## src/rtl/dctl_pkg.sv

```systemverilog
package dctl_pkg;

  // Sequencer phases; each maps to one fixed strobe pattern.
  typedef enum logic [3:0] {
    S_IDLE,     // page closed, strobes high
    S_ROW_SET,  // row placed on bus, row strobe still high
    S_RAS_ACT,  // row strobe low, row held
    S_COL_SET,  // column and write strobe placed
    S_CAS_ACT,  // column strobe low
    S_CAS_PRE,  // column strobe high inside the page
    S_OPEN,     // page open, waiting
    S_PRECH,    // row strobe high, precharging
    S_REF_CSR,  // refresh: column strobe low ahead of row strobe
    S_REF_RAS   // refresh: both strobes low
  } seq_state_e;

endpackage

```

## src/rtl/dctl_age_counter.sv

```systemverilog
module dctl_age_counter #(
  parameter int unsigned TW = 8
) (
  input  logic          clk,
  input  logic          rst_n,
  input  logic          active_nxt,
  output logic [TW-1:0] age
);
  localparam logic [TW-1:0] AGE_MAX = {TW{1'b1}};

  logic [TW-1:0] age_d;

  always_comb begin
    if (!active_nxt)          age_d = '0;
    else if (age != AGE_MAX)  age_d = age + TW'(1);
    else                      age_d = age;
  end

  always_ff @(posedge clk or negedge rst_n) begin
    if (!rst_n) age <= '0;
    else        age <= age_d;
  end
endmodule

```

## src/rtl/dctl_refresh_timer.sv

```systemverilog
module dctl_refresh_timer #(
  parameter int unsigned INTERVAL = 3125
) (
  input  logic clk,
  input  logic rst_n,
  input  logic ack,
  output logic pend
);
  localparam int unsigned CW = $clog2(INTERVAL + 1);
  localparam logic [CW-1:0] RELOAD = CW'(INTERVAL - 1);

  logic [CW-1:0] cnt_q, cnt_d;
  logic          tick, pend_d;

  assign tick   = (cnt_q == '0);
  assign cnt_d  = tick ? RELOAD : cnt_q - CW'(1);
  assign pend_d = tick | (pend & ~ack);

  always_ff @(posedge clk or negedge rst_n) begin
    if (!rst_n) begin
      cnt_q <= RELOAD;
      pend  <= 1'b0;
    end else begin
      cnt_q <= cnt_d;
      pend  <= pend_d;
    end
  end


  pend_hold_chk: assert property (@(posedge clk) disable iff (!rst_n)
    (pend && !ack) |=> pend);

  pend_rise_chk: assert property (@(posedge clk) disable iff (!rst_n)
    $rose(pend) |-> (cnt_q == RELOAD));
endmodule

```

## src/rtl/dctl_sequencer.sv

```systemverilog
module dctl_sequencer
  import dctl_pkg::*;
#(
  parameter int unsigned MA_W  = 10,
  parameter int unsigned TW    = 8,
  parameter int unsigned T_RP  = 3,
  parameter int unsigned T_RAH = 2,
  parameter int unsigned T_CAS = 4,
  parameter int unsigned T_CAC = 3,
  parameter int unsigned T_RAC = 7,
  parameter int unsigned T_CP  = 2,
  parameter int unsigned T_CSR = 2,
  parameter int unsigned T_RFW = 5
) (
  input  logic              clk,
  input  logic              rst_n,
  input  logic              req_valid,
  output logic              req_ready,
  input  logic              req_write,
  input  logic [2*MA_W-1:0] req_addr,
  input  logic              req_wdata,
  output logic              rsp_valid,
  output logic              rsp_rdata,
  input  logic              ref_pend,
  output logic              ref_ack,
  output logic              dram_ras_n,
  output logic              dram_cas_n,
  output logic              dram_we_n,
  output logic [MA_W-1:0]   dram_addr,
  output logic              dram_doe,
  output logic              dram_dout,
  input  logic              dram_din
);
  localparam logic [TW-1:0] K_RP  = TW'(T_RP - 1);
  localparam logic [TW-1:0] K_RAH = TW'(T_RAH - 1);
  localparam logic [TW-1:0] K_CP  = TW'(T_CP - 1);
  localparam logic [TW-1:0] K_CSR = TW'(T_CSR - 1);
  localparam logic [TW-1:0] K_RFW = TW'(T_RFW - 1);
  localparam logic [TW-1:0] K_CAS = TW'(T_CAS);
  localparam logic [TW-1:0] K_CAC = TW'(T_CAC);
  localparam logic [TW-1:0] K_RAC = TW'(T_RAC);

  seq_state_e        state_q, state_d;
  logic [TW-1:0]     cnt_q, cnt_d;
  logic [MA_W-1:0]   row_q, col_q, cap_row, cap_col, in_row, in_col;
  logic              wr_q, wd_q, cap_wr, cap_wd;
  logic              smp_q, smp_d, rsp_v_d, rsp_b_d;
  logic              ras_d, cas_d, we_d, doe_d, dout_d;
  logic [MA_W-1:0]   addr_d;
  logic              hit, accept, take;
  logic [TW-1:0]     ras_age, cas_age;
  logic              ras_low_nxt, cas_low_nxt;

  assign in_row    = req_addr[2*MA_W-1:MA_W];
  assign in_col    = req_addr[MA_W-1:0];
  assign hit       = (state_q == S_OPEN) && (in_row == row_q);
  assign req_ready = !ref_pend && ((state_q == S_IDLE) || hit);
  assign accept    = req_valid && req_ready;
  assign ref_ack   = (state_q == S_IDLE) && ref_pend;

  assign cap_row = accept ? in_row    : row_q;
  assign cap_col = accept ? in_col    : col_q;
  assign cap_wr  = accept ? req_write : wr_q;
  assign cap_wd  = accept ? req_wdata : wd_q;

  assign take = (state_q == S_CAS_ACT) && !wr_q && !smp_q &&
                (cas_age >= K_CAC) && (ras_age >= K_RAC);

  // next-state
  always_comb begin
    state_d = state_q;
    cnt_d   = (cnt_q != '0) ? cnt_q - TW'(1) : '0;
    smp_d   = smp_q;
    rsp_v_d = 1'b0;
    rsp_b_d = rsp_rdata;
    unique case (state_q)
      S_IDLE: begin
        if (ref_pend) begin
          state_d = S_REF_CSR;
          cnt_d   = K_CSR;
        end else if (accept) begin
          state_d = S_ROW_SET;
        end
      end
      S_ROW_SET: begin
        state_d = S_RAS_ACT;
        cnt_d   = K_RAH;
      end
      S_RAS_ACT: if (cnt_q == '0) state_d = S_COL_SET;
      S_COL_SET: begin
        state_d = S_CAS_ACT;
        smp_d   = 1'b0;
      end
      S_CAS_ACT: begin
        if (take) begin
          smp_d   = 1'b1;
          rsp_v_d = 1'b1;
          rsp_b_d = dram_din;
        end
        if ((cas_age >= K_CAS) && (wr_q || smp_q || take)) begin
          state_d = S_CAS_PRE;
          cnt_d   = K_CP;
        end
      end
      S_CAS_PRE: if (cnt_q == '0) state_d = S_OPEN;
      S_OPEN: begin
        if (ref_pend || (req_valid && !hit)) begin
          state_d = S_PRECH;
          cnt_d   = K_RP;
        end else if (accept) begin
          state_d = S_COL_SET;
        end
      end
      S_PRECH: if (cnt_q == '0) state_d = S_IDLE;
      S_REF_CSR: begin
        if (cnt_q == '0) begin
          state_d = S_REF_RAS;
          cnt_d   = K_RFW;
        end
      end
      S_REF_RAS: begin
        if (cnt_q == '0) begin
          state_d = S_PRECH;
          cnt_d   = K_RP;
        end
      end
      default: state_d = S_IDLE;
    endcase
  end

  // pin decode from the next state, registered below
  always_comb begin
    ras_d  = !(state_d inside {S_RAS_ACT, S_COL_SET, S_CAS_ACT, S_CAS_PRE,
                               S_OPEN, S_REF_RAS});
    cas_d  = !(state_d inside {S_CAS_ACT, S_REF_CSR, S_REF_RAS});
    addr_d = dram_addr;
    we_d   = 1'b1;
    doe_d  = 1'b0;
    dout_d = dram_dout;
    if (state_d inside {S_ROW_SET, S_RAS_ACT}) addr_d = cap_row;
    if (state_d inside {S_COL_SET, S_CAS_ACT}) begin
      addr_d = cap_col;
      we_d   = !cap_wr;
      doe_d  = cap_wr;
      if (cap_wr) dout_d = cap_wd;
    end
  end

  assign ras_low_nxt = ~ras_d;
  assign cas_low_nxt = ~cas_d;

  dctl_age_counter #(.TW(TW)) u_ras_age (
    .clk(clk), .rst_n(rst_n), .active_nxt(ras_low_nxt), .age(ras_age));
  dctl_age_counter #(.TW(TW)) u_cas_age (
    .clk(clk), .rst_n(rst_n), .active_nxt(cas_low_nxt), .age(cas_age));

  always_ff @(posedge clk or negedge rst_n) begin
    if (!rst_n) begin
      state_q    <= S_IDLE;
      cnt_q      <= '0;
      smp_q      <= 1'b0;
      rsp_valid  <= 1'b0;
      rsp_rdata  <= 1'b0;
      dram_ras_n <= 1'b1;
      dram_cas_n <= 1'b1;
      dram_we_n  <= 1'b1;
      dram_addr  <= '0;
      dram_doe   <= 1'b0;
      dram_dout  <= 1'b0;
      row_q      <= '0;
      col_q      <= '0;
      wr_q       <= 1'b0;
      wd_q       <= 1'b0;
    end else begin
      state_q    <= state_d;
      cnt_q      <= cnt_d;
      smp_q      <= smp_d;
      rsp_valid  <= rsp_v_d;
      rsp_rdata  <= rsp_b_d;
      dram_ras_n <= ras_d;
      dram_cas_n <= cas_d;
      dram_we_n  <= we_d;
      dram_addr  <= addr_d;
      dram_doe   <= doe_d;
      dram_dout  <= dout_d;
      if (accept) begin
        row_q <= in_row;
        col_q <= in_col;
        wr_q  <= req_write;
        wd_q  <= req_wdata;
      end
    end
  end


  cbr_no_write_chk: assert property (@(posedge clk) disable iff (!rst_n)
    (!dram_cas_n && dram_ras_n) |-> (dram_we_n && !dram_doe));

  row_stable_chk: assert property (@(posedge clk) disable iff (!rst_n)
    ($fell(dram_ras_n) && dram_cas_n) |-> $stable(dram_addr));

  early_write_chk: assert property (@(posedge clk) disable iff (!rst_n)
    ($fell(dram_cas_n) && !dram_ras_n) |->
      ($stable(dram_we_n) && $stable(dram_addr) && $stable(dram_dout)));

  cas_width_chk: assert property (@(posedge clk) disable iff (!rst_n)
    ($rose(dram_cas_n) && !dram_ras_n) |-> ($past(cas_age) >= K_CAS));

  rsp_pulse_chk: assert property (@(posedge clk) disable iff (!rst_n)
    rsp_valid |=> !rsp_valid);
endmodule

```

## src/rtl/dram_page_ctrl.sv

```systemverilog
module dram_page_ctrl #(
  parameter int unsigned MA_W         = 10,
  parameter int unsigned TW           = 8,
  parameter int unsigned CLK_MHZ      = 200,
  parameter int unsigned RETENTION_US = 8000,
  parameter int unsigned REF_ROWS     = 512,
  parameter int unsigned T_RP         = 3,
  parameter int unsigned T_RAH        = 2,
  parameter int unsigned T_CAS        = 4,
  parameter int unsigned T_CAC        = 3,
  parameter int unsigned T_RAC        = 7,
  parameter int unsigned T_CP         = 2,
  parameter int unsigned T_CSR        = 2,
  parameter int unsigned T_RFW        = 5
) (
  input  logic              clk,
  input  logic              rst_n,
  input  logic              req_valid,
  output logic              req_ready,
  input  logic              req_write,
  input  logic [2*MA_W-1:0] req_addr,
  input  logic              req_wdata,
  output logic              rsp_valid,
  output logic              rsp_rdata,
  output logic              dram_ras_n,
  output logic              dram_cas_n,
  output logic              dram_we_n,
  output logic [MA_W-1:0]   dram_addr,
  output logic              dram_doe,
  output logic              dram_dout,
  input  logic              dram_din
);
  localparam int unsigned REF_INTERVAL = RETENTION_US * CLK_MHZ / REF_ROWS;

  logic ref_pend, ref_ack;

  dctl_refresh_timer #(.INTERVAL(REF_INTERVAL)) u_timer (
    .clk(clk), .rst_n(rst_n), .ack(ref_ack), .pend(ref_pend));

  dctl_sequencer #(
    .MA_W(MA_W), .TW(TW), .T_RP(T_RP), .T_RAH(T_RAH), .T_CAS(T_CAS),
    .T_CAC(T_CAC), .T_RAC(T_RAC), .T_CP(T_CP), .T_CSR(T_CSR), .T_RFW(T_RFW)
  ) u_seq (
    .clk(clk), .rst_n(rst_n),
    .req_valid(req_valid), .req_ready(req_ready), .req_write(req_write),
    .req_addr(req_addr), .req_wdata(req_wdata),
    .rsp_valid(rsp_valid), .rsp_rdata(rsp_rdata),
    .ref_pend(ref_pend), .ref_ack(ref_ack),
    .dram_ras_n(dram_ras_n), .dram_cas_n(dram_cas_n), .dram_we_n(dram_we_n),
    .dram_addr(dram_addr), .dram_doe(dram_doe), .dram_dout(dram_dout),
    .dram_din(dram_din));
endmodule

```

## config.mk

```make
export PLATFORM = sky130hd
export DESIGN_NAME = dram_page_ctrl
export DESIGN_NICKNAME = d
export VERILOG_FILES = /design/src/rtl/dctl_pkg.sv /design/src/rtl/dctl_age_counter.sv /design/src/rtl/dctl_refresh_timer.sv /design/src/rtl/dctl_sequencer.sv /design/src/rtl/dram_page_ctrl.sv
export SDC_FILE = /design/constraint.sdc
export NUM_CORES = 1
export LEC_CHECK = 0
export ABC_AREA = 1
export ABC_CLOCK_PERIOD_IN_PS = 2740
export BUFFER_PORTS_ARGS = -buffer_cell sky130_fd_sc_hd__buf_4
export CAP_MARGIN = 0
export CORE_MARGIN = 3
export CORE_UTILIZATION = 50
export DETAILED_ROUTE_END_ITERATION = 10
export GPL_TIMING_DRIVEN = 0
export HOLD_SLACK_MARGIN = 0.08
export PLACE_DENSITY = 0.69
export RECOVER_POWER = 25
export SETUP_SLACK_MARGIN = 0.3
export SLEW_MARGIN = 10
export SYNTH_ARGS = -nofsm -noshare
export SYNTH_HDL_FRONTEND = slang
export SYNTH_SLANG_ARGS = --single-unit
```

## constraint.sdc

```tcl
create_clock -name clk -period 2.74 [get_ports clk]
set_input_delay 0.411 -clock clk [delete_from_list [all_inputs] [get_ports clk]]
set_output_delay 0.411 -clock clk [all_outputs]
set_load 0.05 [all_outputs]
```

# Word-level counts from Yosys, hierarchy flattened
# Cells that the tools add are included.
# word_totals
out_inout_bits,18
register_bits,81
wordCells,121
input_bits,26
# op_classes
n_bitwise,3
order_cmp,3
muxes,35
eq_ne,23
n_addsub,4
n_reduce_logical,34
# ops
cell,count
$mux W8,10
$pmux W8 S6,1
$mux W10,4
$mux W4,10
$pmux W4 S10,1
$eq A4 B3 Y1 const B,7
$add A8 B1 Y8 const B,2
$eq A4 B2 Y1 const B,4
$eq A4 B4 Y1 const B,4
$ge A8 B3 Y1 const B,2
$ne A8 B8 Y1 const B,2
$logic_not A12 Y1,1
$mux W12,1
$sub A12 B1 Y12 const B,1
$eq A10 B10 Y1,1
$logic_and A1 B1 Y1,10
$eq A4 B1 Y1 const B,2
$ge A8 B2 Y1 const B,1
$logic_not A8 Y1,1
$reduce_bool A2 Y1,4
$reduce_bool A8 Y1,1
$sub A8 B1 Y8 const B,1
$logic_not A1 Y1,7
$mux W1,7
10 further kinds,17

# Depth between registers and ports, before layout
# logic_depth
word_depth,13
depth_mapped,17
ltp_nobuf,16

# By module
# From an unflattened synthesis, not the netlist that was laid out.
# unflattened
cells_unflattened,619
area_unflattened_um2,4748.3
# modules_own_cells
mod,seq_area_each_um2,area_per_inst_um2,cells_each,instances
dctl_sequencer,1305.0,3095.5,408,1
dctl_age_counter,200.2,470.5,60,2
dctl_refresh_timer,331.6,711.9,91,1

# Least setup slack after synthesis
# No wires, ideal clock.
# synth_timing
path_type,reg2reg
from,reg u_seq.state_q[3]
to,reg u_seq.dram_addr[0]
arrival_ns,1.981
required_time_ns,2.622
setup_ns,0.118
slack_ns,0.641
path_stages_with_launch,16
n_path_buf,1
synth_period_minus_slack_ns,2.099
cell_sequence,dfrtp_1 inv_2 nand2_1 nor2_4 nand2_1 nor2_1 nand3_1 nand2_2 nand2_4 nand2_4 nand3_2 o21ai_2 buf_4 nand2_1 nand3_1 nand2_1
# synth_between
word_cells_on_any_way,45
classes_between,eq/ne: 13; mux: 15; reduce/logical: 17
# synth_rtl
element,line,rtl
start: declaration,dctl_sequencer.sv:43,"seq_state_e state_q, state_d;"
start signal: assignment,dctl_sequencer.sv:175,state_q <= state_d;
$eq A4 B3 Y1,dctl_sequencer.sv:56,assign hit = (state_q == S_OPEN) && (in_row == row_q);
$logic_and A1 B1 Y1,dctl_sequencer.sv:56,
$logic_or A1 B1 Y1 (*),dctl_sequencer.sv:57,assign req_ready = !ref_pend && ((state_q == S_IDLE) || hit);
$logic_and A1 B1 Y1 (*),dctl_sequencer.sv:57,
named net req_ready,dram_page_ctrl.sv:19,"output logic req_ready,"
$logic_and A1 B1 Y1 (*),dctl_sequencer.sv:58,assign accept = req_valid && req_ready;
"$mux W4, on equally long branches","dctl_sequencer.sv:110, dctl_sequencer.sv:81",
"$mux W4, on equally long branches","dctl_sequencer.sv:107, dctl_sequencer.sv:78",
$pmux W4 S10,dctl_sequencer.sv:76,unique case (state_q)
"$eq A4 B2 Y1, or another cell as far along",dctl_sequencer.sv:141,"if (state_d inside {S_COL_SET, S_CAS_ACT}) begin"
"$reduce_bool A2 Y1, on equally long branches","dctl_sequencer.sv:141, dctl_sequencer.sv:140",
$mux W10 / $reduce_bool A2 Y1 (equally long branches),--,
end signal: assignment,dctl_sequencer.sv:183,dram_addr <= addr_d;
end: declaration,dctl_sequencer.sv:29,"output logic [MA_W-1:0] dram_addr,"
# The timed path passes the listed nets; every way through them passes the cells marked *. The select of a mux whose other input is x is not followed.
# A chain may end at the register's enable or synchronous reset.

# Worst setup path after layout
# layout_timing
from,reg u_seq.cnt_q[0]
to,reg u_seq.dram_addr[7]
# layout_between
elab_chain_len,6
word_cells_on_any_way,15
classes_between,eq/ne: 4; mux: 7; reduce/logical: 4
# layout_rtl
element,line,rtl
start: declaration,dctl_sequencer.sv:44,"logic [TW-1:0] cnt_q, cnt_d;"
start signal: assignment,dctl_sequencer.sv:176,cnt_q <= cnt_d;
$logic_not A8 Y1 (*),--,
"$mux W4, on equally long branches",--,
$pmux W4 S10 (*),dctl_sequencer.sv:76,
named net u_seq.state_d[1],dctl_sequencer.sv:43,
"$eq A4 B2 Y1, or another cell as far along",dctl_sequencer.sv:141,
"$reduce_bool A2 Y1, on equally long branches","dctl_sequencer.sv:141, dctl_sequencer.sv:140",
$mux W10 / $reduce_bool A2 Y1 (equally long branches),--,
# The timed path passes the listed nets; every way through them passes the cells marked *.

==> summary.txt <==
Timing
  • Finish-stage setup viols: 0
  • Slew Limit Fails: 82
  • Worst Skew: 0.01070 ns
  • Final Cycle Share: 84.52%
  • Worst Tran Pin Value: 1.956 ns
  • RSZ-0062 raised after global routing: true
  • Max frequency: 0.4318 GHz
  • Max_slew headroom: -30.41%
  • Setup TNS: 0 ns
  • Min Tclk post-route: 2.316 ns
  • Final Hold Vio Count: 0

Die
  • Initial Utilization: 51.95%
  • Die X: 98.63 um
  • I/O pins: 44
  • # rows: 33
  • DIE HEIGHT: 98.63 um
  • Die area: 9728 um2
  • Core region area: 8258 um2

Clock network
  • CTS Buf Count: 9
  • Worst-case clock buffer depth: 2
  • CTS clock-pin slew for the worst setup and hold paths: 0.08 ns
  • Worst-skew pair later-pin latency: 0.35 ns
  • CTS sink cnt: 81
  • Clock Tree Root: clkbuf_8
  • # H-tree levels: 3
  • Post-CTS Hold Buffers: 0
  • CTS tree: yes

Drt
  • Via count: 3,471
  • DRT antenna net count: 0
  • Post-DR wirelength/cell: 12.21 um
  • # DRC: 0
  • Via density: 4.882
  • Initial DRT Pass Iterations: 4
  • Final wirelength: 8.684 mm
  • Initial DRC Count: 134

Worst hold path
  • Worst Hold Class: in -> reg
  • Hold Path Stages: 3

Power and ir drop
  • Net Sw Frac: 45.06%
  • Logic gate share of total power: 53.5%
  • Clock power share: 17.2%
  • Sw Pwr: 2.756 mW
  • Power Density: 1210 nW/um2
  • Static Leak: 2.609 nW
  • Seq pwr share: 29.3%
  • Worst vdd ir: 815.9 uV
  • Internal cell power: 3.360 mW

Logic synthesis
  • Post-synth EDFFs: 0
  • Syn Area/Cell: 7.872 um2
  • Top FF cell, synth: dfrtp_1
  • Async S/R FF share, synth: 100.0%
  • Cells after Synth: 545
  • Mapped cell area: 4290 um2
  • Yosys warnings: 0
  • Post-synth cell types: 43
  • Seq/Total Area, Yosys: 47.48%
  • Net count after synthesis: 578
  • Synthesis-stage register bit count: 81

Status
  • Failing checks: max-capacitance violations, max-slew violations
  • Status: finished with violations

Worst setup path
  • Required @ worst endpoint: 3.04 ns
  • R2R cell count: 15
  • WS Path Type: reg -> reg
  • Crit path launch type: flop
  • Worst Setup End Kind: flop
  • Worst Path Max Fanout: 10
  • CP arrival: 2.61 ns

Global routing
  • Vias in the first global route: 3,366
  • Grt ovf: 0
  • Initial antenna violation count: 0
  • First-pass GRT wire length: 14.66 mm
  • Largest net degree at the start of global routing: 82
  • Gr usage total: 18.51%

Layout
  • Layout cells sized above 1: 17.66%
  • N_diodes: 0
  • Fill cell count: 765
  • Post-Layout Inst Area: 5054 um2
  • NumNets Final: 634
  • Area Growth Syn to Fin: 17.79%

Placement
  • Port buffer count: 43
  • Gp weighted congestion: 0.9641
  • Dpl hpwl: 6.214 mm
  • Area after DPL: 4745 um2

Flow run
  • Max Cap Viol: 1
-- Yosys cell counts, types with 2 or more instances --
cell type,count,area [um2]
a211oi_2,2,25.02
a21oi_1,8,40.04
buf_4,2,15.01
buf_6,3,33.78
clkbuf_1,3,11.26
dfrtp_1,73,1827
dfstp_2,8,210.2
ha_1,7,87.58
inv_1,95,356.6
inv_2,6,22.52
nand2_1,118,442.9
nand2_2,5,31.28
nand2_4,3,33.78
nand3_1,49,245.2
nand3_2,2,20.02
nand4_1,4,25.02
nor2_1,57,214.0
nor2_2,3,18.77
nor3_1,12,60.06
o211ai_1,2,15.01
o21ai_0,37,185.2
o21ai_1,4,20.02
xnor2_1,16,140.1
xor2_1,7,61.31
-- flip-flops by register name, summed over array words and instances (netlist names), 4 cells and up --
register,flops
u_seq.u_cas_age.age,8
u_seq.cnt_q,8
u_seq.u_ras_age.age,8
u_seq.dram_addr,10
u_seq.row_q,10
u_timer.cnt_q,12
u_seq.col_q,10
u_seq.state_q,4
-- cell families after synthesis --
kind of cell | Yosys count | synth area share (%)
AOI/OAI and AO/OA | 61 | 8.224
xor gates and xnor gates | 23 | 4.695
DFF | 81 | 47.48
muxes | 1 | 0.2333
buffers and inverters | 112 | 10.64
and+or+nand+nor | 260 | 26.68
adders and majority gates | 7 | 2.041
-- path summary, 6_finish.rpt --
kind | start | endpoint | slack [ns]
worst max-delay path | u_seq.cnt_q[0] | u_seq.dram_addr[7] | 0.42
worst min-delay path | dram_din | u_seq.rsp_rdata | 0.27
worst max register to register | u_seq.cnt_q[0] | u_seq.dram_addr[7] | 0.42
worst min register to register | u_timer.cnt_q[0] | u_timer.cnt_q[0] | 0.43
max in group asynchronous | rst_n | u_seq.row_q[1] | 0.98
min in group asynchronous | rst_n | u_seq.u_ras_age.age[7] | 0.59
-- power groups by stage --
stage | Sequential, mW | Clock, mW | Combinational, mW
floorplan | 2.13 | 0 | 2.01
global placement | 1.80 | 0 | 3.01
detailed placement | 1.81 | 0 | 3.09
CTS | 1.79 | 1.08 | 3.11
global route | 1.84 | 1.13 | 3.67
finish | 1.79 | 1.05 | 3.27
-- cell usage in the layout, fill, tap and decap left out, types with 3 or more instances in the layout --
cell,synthesis,routed
nand2_1,118,117
inv_1,95,94
dfrtp_1,73,73
nor2_1,57,56
nand3_1,49,48
buf_4,2,45
o21ai_0,37,25
xnor2_1,16,16
o21ai_1,4,15
nor3_1,12,12
clkbuf_8,0,10
inv_2,6,8
a21oi_1,8,8
dfstp_2,8,8
xor2_1,7,7
ha_1,7,7
nand2_2,5,6
buf_6,3,4
nand4_1,4,4
clkbuf_1,3,4
nand2_4,3,3
nor2_2,3,3
bufinv_16,0,3
-- layout make-up --
type / instances / area (um2) / area share, %
repair buffers: 45 / 335.3 / 6.635
well taps: 105 / 131.4 / 2.600
clock buffers: 11 / 141.4 / 2.798
multi-input cells: 352 / 1846 / 36.52
plain buffers: 9 / 68.82 / 1.362
flip-flops and latches: 81 / 2037 / 40.31
clock inverters: 5 / 102.6 / 2.030
inverters: 103 / 391.6 / 7.749
-- through the flow --
stage	std cells	hold WS, ns	setup slack, ns	power [mW]	util (%)
final	711	0.2670	0.4242	6.116	61.20
after global routing	711	0.2569	0.2348	6.634	61.20
after CTS	709	0.2508	0.3227	5.983	60.41
after detailed placement	693	0.4219	0.3396	4.900	57.45
after global placement	693	0.4132	0.4121	4.809	57.45
after floorplan	545	0.1154	0.6411	4.146	-
-- critical path: stages (launching register included) --
cell and delay, ns:
dfrtp_1 0.37, inv_2 0.06, ha_1 0.19, inv_1 0.09, nor2_4 0.05, nand2_4 0.12, inv_2 0.05, buf_6 0.13
a211oi_2 0.46, inv_1 0.13, nand2_1 0.15, o21ai_4 0.10, buf_4 0.16, nand2_1 0.05, nand3_1 0.07, nand2_1 0.07
-- layer usage --
metal  vias up  wire [um]  GRT usage, %
li1       1803          -             -
met4         0        157         6.092
met5         -          0             0
met1      1608       4110         24.48
met2        46       4121         29.69
met3        14        294         5.025
-- timing repair --
action,4_1_cts,5_1_grt
resized for setup,0,25
endpoints found under the hold margin,0,0
setup buffers,0,1
setup endpoints to repair,0,20
Note: power is estimated with default switching activity, not from simulation.
